File: src/rtl/tmr_pkg.sv
package tmr_pkg;

  localparam int PTV_W = 3;
  localparam int DIV_W = 1 << PTV_W;
  localparam int EVT_N = 2;
  localparam int EV_MAT = 0;
  localparam int EV_OVF = 1;

  localparam logic [2:0] RG_CTRL   = 3'd0;
  localparam logic [2:0] RG_COUNT  = 3'd1;
  localparam logic [2:0] RG_LOAD   = 3'd2;
  localparam logic [2:0] RG_RELOAD = 3'd3;
  localparam logic [2:0] RG_MATCH  = 3'd4;
  localparam logic [2:0] RG_STATUS = 3'd5;
  localparam logic [2:0] RG_IEN    = 3'd6;
  localparam logic [2:0] RG_WEN    = 3'd7;

  typedef enum logic [1:0] {
    TRG_NONE = 2'd0,
    TRG_OVF  = 2'd1,
    TRG_BOTH = 2'd2,
    TRG_RSVD = 2'd3
  } trig_e;

  typedef struct packed {
    logic             pin_in;
    logic             toggle;
    trig_e            trig;
    logic             dflt;
    logic             cmp_en;
    logic             pre_en;
    logic [PTV_W-1:0] ptv;
    logic             reload_en;
    logic             run;
  } ctrl_t;

  function automatic ctrl_t ctrl_decode(input logic [31:0] w);
    ctrl_t c;
    c.run       = w[0];
    c.reload_en = w[1];
    c.ptv       = w[4:2];
    c.pre_en    = w[5];
    c.cmp_en    = w[6];
    c.dflt      = w[7];
    c.trig      = trig_e'(w[11:10]);
    c.toggle    = w[12];
    c.pin_in    = w[14];
    return c;
  endfunction

  function automatic logic [31:0] ctrl_encode(input ctrl_t c);
    logic [31:0] w;
    w        = '0;
    w[0]     = c.run;
    w[1]     = c.reload_en;
    w[4:2]   = c.ptv;
    w[5]     = c.pre_en;
    w[6]     = c.cmp_en;
    w[7]     = c.dflt;
    w[11:10] = c.trig;
    w[12]    = c.toggle;
    w[14]    = c.pin_in;
    return w;
  endfunction

  // last divider phase before a tick: 2^(p+1) - 1
  function automatic logic [DIV_W-1:0] div_limit(input logic [PTV_W-1:0] p);
    logic [DIV_W:0] span;
    span = (DIV_W+1)'(1) << (int'(p) + 1);
    return DIV_W'(span - 1'b1);
  endfunction

  function automatic logic trig_on_ovf(input trig_e t);
    return (t == TRG_OVF) || (t == TRG_BOTH);
  endfunction

  function automatic logic trig_on_mat(input trig_e t);
    return t == TRG_BOTH;
  endfunction

endpackage

File: src/rtl/tmr_prescale.sv
module tmr_prescale
  import tmr_pkg::*;
(
  input  logic             clk,
  input  logic             rst_n,
  input  logic             run,
  input  logic             pre_en,
  input  logic             restart,
  input  logic [PTV_W-1:0] ptv,
  output logic             tick
);

  logic [DIV_W-1:0] div_q;
  logic             at_lim;

  assign at_lim = (div_q == div_limit(ptv));
  assign tick   = run && !restart && (!pre_en || at_lim);

  always_ff @(posedge clk or negedge rst_n) begin
    if (!rst_n) begin
      div_q <= '0;
    end else if (!run || restart || !pre_en || at_lim) begin
      div_q <= '0;
    end else begin
      div_q <= div_q + 1'b1;
    end
  end

  AST_PRE_SPACING: assert property (@(posedge clk) disable iff (!rst_n)
    (tick && pre_en) |-> !$past(tick));

endmodule

File: src/rtl/tmr_counter.sv
module tmr_counter
  import tmr_pkg::*;
#(
  parameter int CNT_W = 32
) (
  input  logic             clk,
  input  logic             rst_n,
  input  logic             tick,
  input  logic             reload_en,
  input  logic             cmp_en,
  input  logic [CNT_W-1:0] load_val,
  input  logic [CNT_W-1:0] match_val,
  input  logic             set_wr,
  input  logic [CNT_W-1:0] set_val,
  input  logic             reload_wr,
  output logic [CNT_W-1:0] count,
  output logic             ovf_hit,
  output logic             mat_hit
);

  localparam logic [CNT_W-1:0] TOP = '1;

  logic [CNT_W-1:0] cnt_q;
  logic [CNT_W-1:0] step;

  function automatic logic [CNT_W-1:0] after_tick(
    input logic [CNT_W-1:0] c, input logic wrap, input logic ar,
    input logic [CNT_W-1:0] ld);
    if (wrap) return ar ? ld : '0;
    return c + 1'b1;
  endfunction

  assign ovf_hit = tick && (cnt_q == TOP);
  assign step    = after_tick(cnt_q, ovf_hit, reload_en, load_val);
  assign mat_hit = tick && cmp_en && (step == match_val);
  assign count   = cnt_q;

  always_ff @(posedge clk or negedge rst_n) begin
    if (!rst_n) begin
      cnt_q <= '0;
    end else if (set_wr) begin
      cnt_q <= set_val;
    end else if (reload_wr) begin
      cnt_q <= load_val;
    end else if (tick) begin
      cnt_q <= step;
    end
  end

  AST_RELOAD_ON_WRAP: assert property (@(posedge clk) disable iff (!rst_n)
    (ovf_hit && reload_en) |=> (count == $past(load_val)));
  AST_ZERO_ON_WRAP: assert property (@(posedge clk) disable iff (!rst_n)
    (ovf_hit && !reload_en) |=> (count == '0));
  AST_HOLD_NO_TICK: assert property (@(posedge clk) disable iff (!rst_n)
    (!tick && !set_wr && !reload_wr) |=> $stable(count));
  AST_SET_WINS: assert property (@(posedge clk) disable iff (!rst_n)
    set_wr |=> (count == $past(set_val)));

endmodule

File: src/rtl/tmr_pin.sv
module tmr_pin
  import tmr_pkg::*;
(
  input  logic  clk,
  input  logic  rst_n,
  input  logic  pin_in,
  input  logic  running,
  input  trig_e trig,
  input  logic  toggle,
  input  logic  dflt,
  input  logic  ovf_hit,
  input  logic  mat_hit,
  output logic  pin_o
);

  logic pin_q;
  logic pin_ev;
  logic active;

  assign pin_ev = (ovf_hit && trig_on_ovf(trig)) || (mat_hit && trig_on_mat(trig));
  assign active = running && trig_on_ovf(trig);
  assign pin_o  = pin_q;

  always_ff @(posedge clk or negedge rst_n) begin
    if (!rst_n) begin
      pin_q <= 1'b0;
    end else if (pin_in) begin
      pin_q <= pin_q;
    end else if (!active) begin
      pin_q <= dflt;
    end else if (toggle) begin
      pin_q <= pin_ev ? !pin_q : pin_q;
    end else begin
      pin_q <= pin_ev ? !dflt : dflt;
    end
  end

  AST_PIN_HELD: assert property (@(posedge clk) disable iff (!rst_n)
    pin_in |=> $stable(pin_o));
  AST_IDLE_LEVEL: assert property (@(posedge clk) disable iff (!rst_n)
    (!pin_in && !active) |=> (pin_o == $past(dflt)));
  AST_TOGGLE_FLIP: assert property (@(posedge clk) disable iff (!rst_n)
    (!pin_in && active && toggle && pin_ev) |=> (pin_o != $past(pin_o)));

endmodule

File: src/rtl/tmr_irq.sv
module tmr_irq
  import tmr_pkg::*;
(
  input  logic             clk,
  input  logic             rst_n,
  input  logic [EVT_N-1:0] evt,
  input  logic [EVT_N-1:0] ien,
  input  logic [EVT_N-1:0] wen,
  input  logic             clr_wr,
  input  logic [EVT_N-1:0] clr_mask,
  output logic [EVT_N-1:0] flags,
  output logic             irq_o,
  output logic             wake_o
);

  logic [EVT_N-1:0] flags_q;
  logic             wake_q;
  logic [EVT_N-1:0] clr_bits;

  assign clr_bits = clr_wr ? clr_mask : '0;
  assign flags    = flags_q;
  assign irq_o    = |flags_q;
  assign wake_o   = wake_q;

  always_ff @(posedge clk or negedge rst_n) begin
    if (!rst_n) begin
      flags_q <= '0;
      wake_q  <= 1'b0;
    end else begin
      flags_q <= (flags_q & ~clr_bits) | (evt & ien);
      wake_q  <= |(evt & wen);
    end
  end

  for (genvar i = 0; i < EVT_N; i++) begin : g_flag
    AST_FLAG_NEEDS_EN: assert property (@(posedge clk) disable iff (!rst_n)
      $rose(flags_q[i]) |-> $past(ien[i]));
    AST_FLAG_CLEARS: assert property (@(posedge clk) disable iff (!rst_n)
      (clr_wr && clr_mask[i] && !(evt[i] && ien[i])) |=> !flags_q[i]);
  end

  AST_WAKE_PULSE: assert property (@(posedge clk) disable iff (!rst_n)
    (|(evt & wen)) |=> wake_o);
  AST_WAKE_CAUSE: assert property (@(posedge clk) disable iff (!rst_n)
    wake_o |-> $past(|(evt & wen)));

endmodule

File: src/rtl/tick_cmp_timer.sv
module tick_cmp_timer
  import tmr_pkg::*;
#(
  parameter int DATA_W = 32,
  parameter int ADDR_W = 5
) (
  input  logic              clk,
  input  logic              rst_n,
  input  logic              bus_sel,
  input  logic              bus_wr,
  input  logic [ADDR_W-1:0] bus_addr,
  input  logic [DATA_W-1:0] bus_wdata,
  output logic [DATA_W-1:0] bus_rdata,
  output logic              pin_o,
  output logic              irq_o,
  output logic              wake_o
);

  localparam int IDX_W = ADDR_W - 2;

  logic [IDX_W-1:0]  idx;
  logic              wr_en;
  logic              wr_ctrl, wr_cnt, wr_load, wr_rld, wr_match, wr_stat, wr_ien, wr_wen;
  ctrl_t             ctrl_q;
  logic [DATA_W-1:0] load_q;
  logic [DATA_W-1:0] match_q;
  logic [EVT_N-1:0]  ien_q;
  logic [EVT_N-1:0]  wen_q;
  logic [DATA_W-1:0] count;
  logic [EVT_N-1:0]  flags;
  logic [EVT_N-1:0]  evt;
  logic              tick;
  logic              restart;
  logic              ovf_hit;
  logic              mat_hit;

  assign idx      = bus_addr[ADDR_W-1:2];
  assign wr_en    = bus_sel && bus_wr;
  assign wr_ctrl  = wr_en && (idx == RG_CTRL);
  assign wr_cnt   = wr_en && (idx == RG_COUNT);
  assign wr_load  = wr_en && (idx == RG_LOAD);
  assign wr_rld   = wr_en && (idx == RG_RELOAD);
  assign wr_match = wr_en && (idx == RG_MATCH);
  assign wr_stat  = wr_en && (idx == RG_STATUS);
  assign wr_ien   = wr_en && (idx == RG_IEN);
  assign wr_wen   = wr_en && (idx == RG_WEN);
  assign restart  = wr_ctrl || wr_cnt || wr_rld;

  always_ff @(posedge clk or negedge rst_n) begin
    if (!rst_n) begin
      ctrl_q  <= '0;
      load_q  <= '0;
      match_q <= '0;
      ien_q   <= '0;
      wen_q   <= '0;
    end else begin
      if (wr_ctrl) begin
        ctrl_q <= ctrl_decode(bus_wdata);
      end else if (ovf_hit && !ctrl_q.reload_en) begin
        ctrl_q.run <= 1'b0;
      end
      if (wr_load)  load_q  <= bus_wdata;
      if (wr_match) match_q <= bus_wdata;
      if (wr_ien)   ien_q   <= bus_wdata[EVT_N-1:0];
      if (wr_wen)   wen_q   <= bus_wdata[EVT_N-1:0];
    end
  end

  tmr_prescale u_pre (
    .clk     (clk),
    .rst_n   (rst_n),
    .run     (ctrl_q.run),
    .pre_en  (ctrl_q.pre_en),
    .restart (restart),
    .ptv     (ctrl_q.ptv),
    .tick    (tick)
  );

  tmr_counter #(.CNT_W(DATA_W)) u_cnt (
    .clk       (clk),
    .rst_n     (rst_n),
    .tick      (tick),
    .reload_en (ctrl_q.reload_en),
    .cmp_en    (ctrl_q.cmp_en),
    .load_val  (load_q),
    .match_val (match_q),
    .set_wr    (wr_cnt),
    .set_val   (bus_wdata),
    .reload_wr (wr_rld),
    .count     (count),
    .ovf_hit   (ovf_hit),
    .mat_hit   (mat_hit)
  );

  assign evt[EV_MAT] = mat_hit;
  assign evt[EV_OVF] = ovf_hit;

  tmr_pin u_pin (
    .clk     (clk),
    .rst_n   (rst_n),
    .pin_in  (ctrl_q.pin_in),
    .running (ctrl_q.run),
    .trig    (ctrl_q.trig),
    .toggle  (ctrl_q.toggle),
    .dflt    (ctrl_q.dflt),
    .ovf_hit (ovf_hit),
    .mat_hit (mat_hit),
    .pin_o   (pin_o)
  );

  tmr_irq u_irq (
    .clk      (clk),
    .rst_n    (rst_n),
    .evt      (evt),
    .ien      (ien_q),
    .wen      (wen_q),
    .clr_wr   (wr_stat),
    .clr_mask (bus_wdata[EVT_N-1:0]),
    .flags    (flags),
    .irq_o    (irq_o),
    .wake_o   (wake_o)
  );

  always_comb begin
    bus_rdata = '0;
    case (idx)
      RG_CTRL:   bus_rdata = DATA_W'(ctrl_encode(ctrl_q));
      RG_COUNT:  bus_rdata = count;
      RG_LOAD:   bus_rdata = load_q;
      RG_MATCH:  bus_rdata = match_q;
      RG_STATUS: bus_rdata = DATA_W'(flags);
      RG_IEN:    bus_rdata = DATA_W'(ien_q);
      RG_WEN:    bus_rdata = DATA_W'(wen_q);
      default:   bus_rdata = '0;
    endcase
  end

  AST_STOP_ON_WRAP: assert property (@(posedge clk) disable iff (!rst_n)
    (ovf_hit && !ctrl_q.reload_en && !wr_ctrl) |=> !ctrl_q.run);
  AST_NO_TICK_ON_WRITE: assert property (@(posedge clk) disable iff (!rst_n)
    restart |-> !ovf_hit && !mat_hit);

endmodule

File: config.mk
export PLATFORM = sky130hd
export DESIGN_NAME = tick_cmp_timer
export DESIGN_NICKNAME = d
export VERILOG_FILES = /design/src/rtl/tmr_pkg.sv /design/src/rtl/tmr_prescale.sv /design/src/rtl/tmr_counter.sv /design/src/rtl/tmr_pin.sv /design/src/rtl/tmr_irq.sv /design/src/rtl/tick_cmp_timer.sv
export SDC_FILE = /design/constraint.sdc
export NUM_CORES = 1
export LEC_CHECK = 0
export ABC_CLOCK_PERIOD_IN_PS = 4100
export BUFFER_PORTS_ARGS = -buffer_cell sky130_fd_sc_hd__buf_2
export CAP_MARGIN = 15
export CORE_ASPECT_RATIO = 1.75
export CORE_MARGIN = 8
export CORE_UTILIZATION = 30
export CTS_CLUSTER_SIZE = 28
export DETAILED_ROUTE_END_ITERATION = 10
export PLACE_DENSITY = 0.46
export SETUP_SLACK_MARGIN = 0.15
export SLEW_MARGIN = 40
export SYNTH_ARGS = -nofsm -noshare
export SYNTH_HDL_FRONTEND = slang
export SYNTH_SLANG_ARGS = --single-unit
File: constraint.sdc
create_clock -name clk -period 4.1 [get_ports clk]
set_clock_uncertainty 0.05 [all_clocks]
set_input_delay 0.41 -clock clk [delete_from_list [all_inputs] [get_ports clk]]
set_output_delay 0.41 -clock clk [all_outputs]
set_load 0.02 [all_outputs]
==> results.sh <==
export IMPL_status="finished, violations left"
export IMPL_violations="setup timing"
export IMPL_clock_sinks=124
export IMPL_ys_ff_latch=124
export IMPL_ys_seq_area_frac=0.376
export IMPL_setup_viol=1
export IMPL_synthToLayoutAreaGrowth_pct=26.6
export IMPL_cts_root_buf="clkbuf_16"
export IMPL_synth_area_sq_mm=0.00825
export IMPL_wirelength_mm=34.2
export IMPL_yosys_most_used_dff="dfrtp_1"
export IMPL_row_count=80
export IMPL_synth_top_area_cell="dfrtp_1"
export IMPL_setup_ws_ps=-48.0
export IMPL_min_period_over_period=1.01
export IMPL_cp_startpoint="ctrl_q[4]"
export IMPL_fin_crit_ps=4150
export IMPL_critPathLaunchType="flop"
export IMPL_cp_slowest_cell="mux4_2"
export IMPL_reg2reg_to="u_pin.pin_o"
export IMPL_stdcell_count=1447
export IMPL_setup_worst_path_end="u_pin.pin_o"
export IMPL_drc=0
export IMPL_syn_avg_cell_area_sq_um=8.70
export IMPL_power_w=0.00585
export IMPL_synth_area_leaders="dfrtp_1, mux2_2, o21ai_0"
export IMPL_synthArstFlopShare=1.00
export IMPL_r2r_start="ctrl_q[4]"
export IMPL_drt_iter0_drc=536
export IMPL_initial_core_util=0.304
export IMPL_yosysWarnings=0
export IMPL_dp_hpwl_mm=25.0
export IMPL_max_clock_freq_mhz=241
export IMPL_cts_inserted_buffers=17
export IMPL_syn_inst=948
export IMPL_grt_pass1_vias=8208
export IMPL_vias_per_cell=5.55
export IMPL_place_congestion=0.939
export IMPL_grtUsageTotal=0.209
export IMPL_synth_edf_count=0
export IMPL_num_vias=8029
export IMPL_p_leak_nw=4.30
export IMPL_crit_type="flop to flop"
export IMPL_ios=76
export IMPL_nets=1110
export IMPL_cts_tree="built"
export IMPL_syn_nets=993
export IMPL_relSlewSlack=0.441
export IMPL_grt_first_pass_wirelength_mm=51.8
export IMPL_die_area_sq_mm=0.0333
export IMPL_yosys_area_top_type_share=0.376
export IMPL_ys_types=75
export IMPL_antenna_found_initial=0
export IMPL_worst_pin_slew_ps=839
export IMPL_grt_overflow_total=0
export IMPL_antenna_left=0
export IMPL_final_common_cell="nand2_1"
export IMPL_io_buffers=73
export IMPL_worst_ep_required_time_ps=4410
export IMPL_die_h_microns=235
export IMPL_reg2reg_slack_ps=-50
export IMPL_dp_slack_ps=-436
export IMPL_dp_cells=1408
export IMPL_fill_cells=2781
export IMPL_clock_path_buffers=2
export IMPL_cp_max_fo=5
export IMPL_clkTransAtPathRegs_ps=60
export IMPL_die_w_microns=141
export IMPL_grt_max_degree=66
export IMPL_ir_worst_vdd_mv=0.288
export IMPL_slew_viol_final=0
export IMPL_holdCritPathClass="input port to flop"
export IMPL_wl_per_cell_microns=23.6
export IMPL_worstPathArrival_ps=4460
export IMPL_insertion_delay_ps=450
export IMPL_final_cell_mix="nand2_1, o21ai_0, dfrtp_1"
export IMPL_cp_slowest_stage_delay_ps=500
export IMPL_hold_viol=0
export IMPL_grt_setup_unrepaired="yes"
export IMPL_worst_r2r_path_depth=16
export IMPL_n_antenna_cell=0
export IMPL_drv_cap=0
export IMPL_htreeDepth=4
export IMPL_drt_pass1_iter_count=5
export IMPL_pwr_density_cell_mw_per_mm2=560
export IMPL_endpoint_kind="flop"
export IMPL_finish_utilization=0.385
export IMPL_path_cells="or3_4 > ha_4 > xor2_2 > nand4_1 > a21oi_4 > o211ai_1 > buf_4 > a21oi_4 > buf_12 > mux4_2 > nand4b_1 > o41ai_4 > buf_4 > o21a_1 > nor3_2 > a221oi_2"
export IMPL_design_core_area_sq_mm=0.0271
export IMPL_drive_above_1_share=0.285
[worst max-delay path, delay by kind of cell, from the launching register on]
| family | cells | cell delay [ps] |
|---|---|---|
| compound gates | 6 | 1320 |
| simple gates | 4 | 870 |
| buf+inv | 3 | 520 |
| mux | 1 | 500 |
| flops | 1 | 380 |
| fa+ha+maj | 1 | 280 |
| xor+xnor | 1 | 140 |
[what timing repair did]
action,in CTS,in global routing
endpoints found under the hold margin,63,0
hold buffers,1,0
endpoints found under the setup margin,3,3
resized for setup,19,18
setup buffers,3,3
pin swaps,7,10
[area by class of cell]
cell class	instances	area, sq um	share of cell area
Multi-Input combinational cell	727	5010	0.480
Timing Repair Buffer	161	1100	0.105
Clock inverter	11	164	0.0157
Sequential cell	124	3110	0.298
Inverter	34	128	0.0122
Clock buffer	21	470	0.0451
Tap cell	369	462	0.0442
[Yosys cell counts, types with 18 or more instances]
| cell type | instances |
|---|---|
| xnor2_1 | 28 |
| o21ai_0 | 129 |
| a22oi_1 | 26 |
| inv_1 | 34 |
| dfrtp_1 | 124 |
| mux2_2 | 59 |
| a21oi_1 | 22 |
| o211ai_1 | 18 |
| nor2_1 | 53 |
| mux2i_1 | 23 |
| xor2_1 | 18 |
| clkbuf_1 | 54 |
| nand2_1 | 136 |
| nand3_1 | 31 |
[worst min path at each step]
stage / start / end / slack, ps / depth (start not counted)
floorplan: rst_n / ctrl_q[0] / 60 / 0
global placement: rst_n / wen_q[0] / 430 / 1
detailed placement: rst_n / wen_q[0] / 430 / 1
CTS: bus_wdata[23] / match_q[23] / 130 / 3
global route: bus_wdata[23] / match_q[23] / 150 / 3
finish: bus_wdata[19] / load_q[19] / 150 / 3
[cells by family after synthesis]
family / after synthesis / share of synthesized area
mux: 85 / 0.117
simple gates: 314 / 0.185
fa+ha+maj: 4 / 0.00607
xor+xnor: 47 / 0.0517
buf+inv: 97 / 0.0455
flops: 124 / 0.376
other cells: 1 / 0.000455
compound gates: 276 / 0.218
[power breakdown]
part / internal (W) / leakage [nW] / switching, W
clock network: 0.00106 / 0.309 / 0.000600
registers: 0.00155 / 1.56 / 0.000438
logic: 0.000969 / 2.43 / 0.00124
[registers in the layout, indices dropped and copies added (netlist names)]
register and count:
wen_q 2, u_irq.flags 2, u_pin.pin_o 1, u_pre.div_q 8, ctrl_q 12, match_q 32, load_q 32, ien_q 2
u_cnt.count 32, u_irq.wake_o 1
[stage by stage]
step / hold slack (ps) / area [sq um] / setup TNS [ps]
floorplan: 64.4 / 8250 / 0
global placement: 426 / 9530 / -1070
detailed placement: 427 / 9550 / -570
CTS: 130 / 10300 / -29.9
global route: 149 / 10400 / -189
finish: 150 / 10400 / -48.0
[per-layer routing]
layer  track usage  wire [microns]  vias to the layer above
met5             0               0                        -
met4         0.116            1660                        0
met3        0.0418            1570                       78
met2         0.383           18500                      237
met1         0.216           12400                     4007
li1              -               -                     3707
Power figures use the tool's default switching activity.
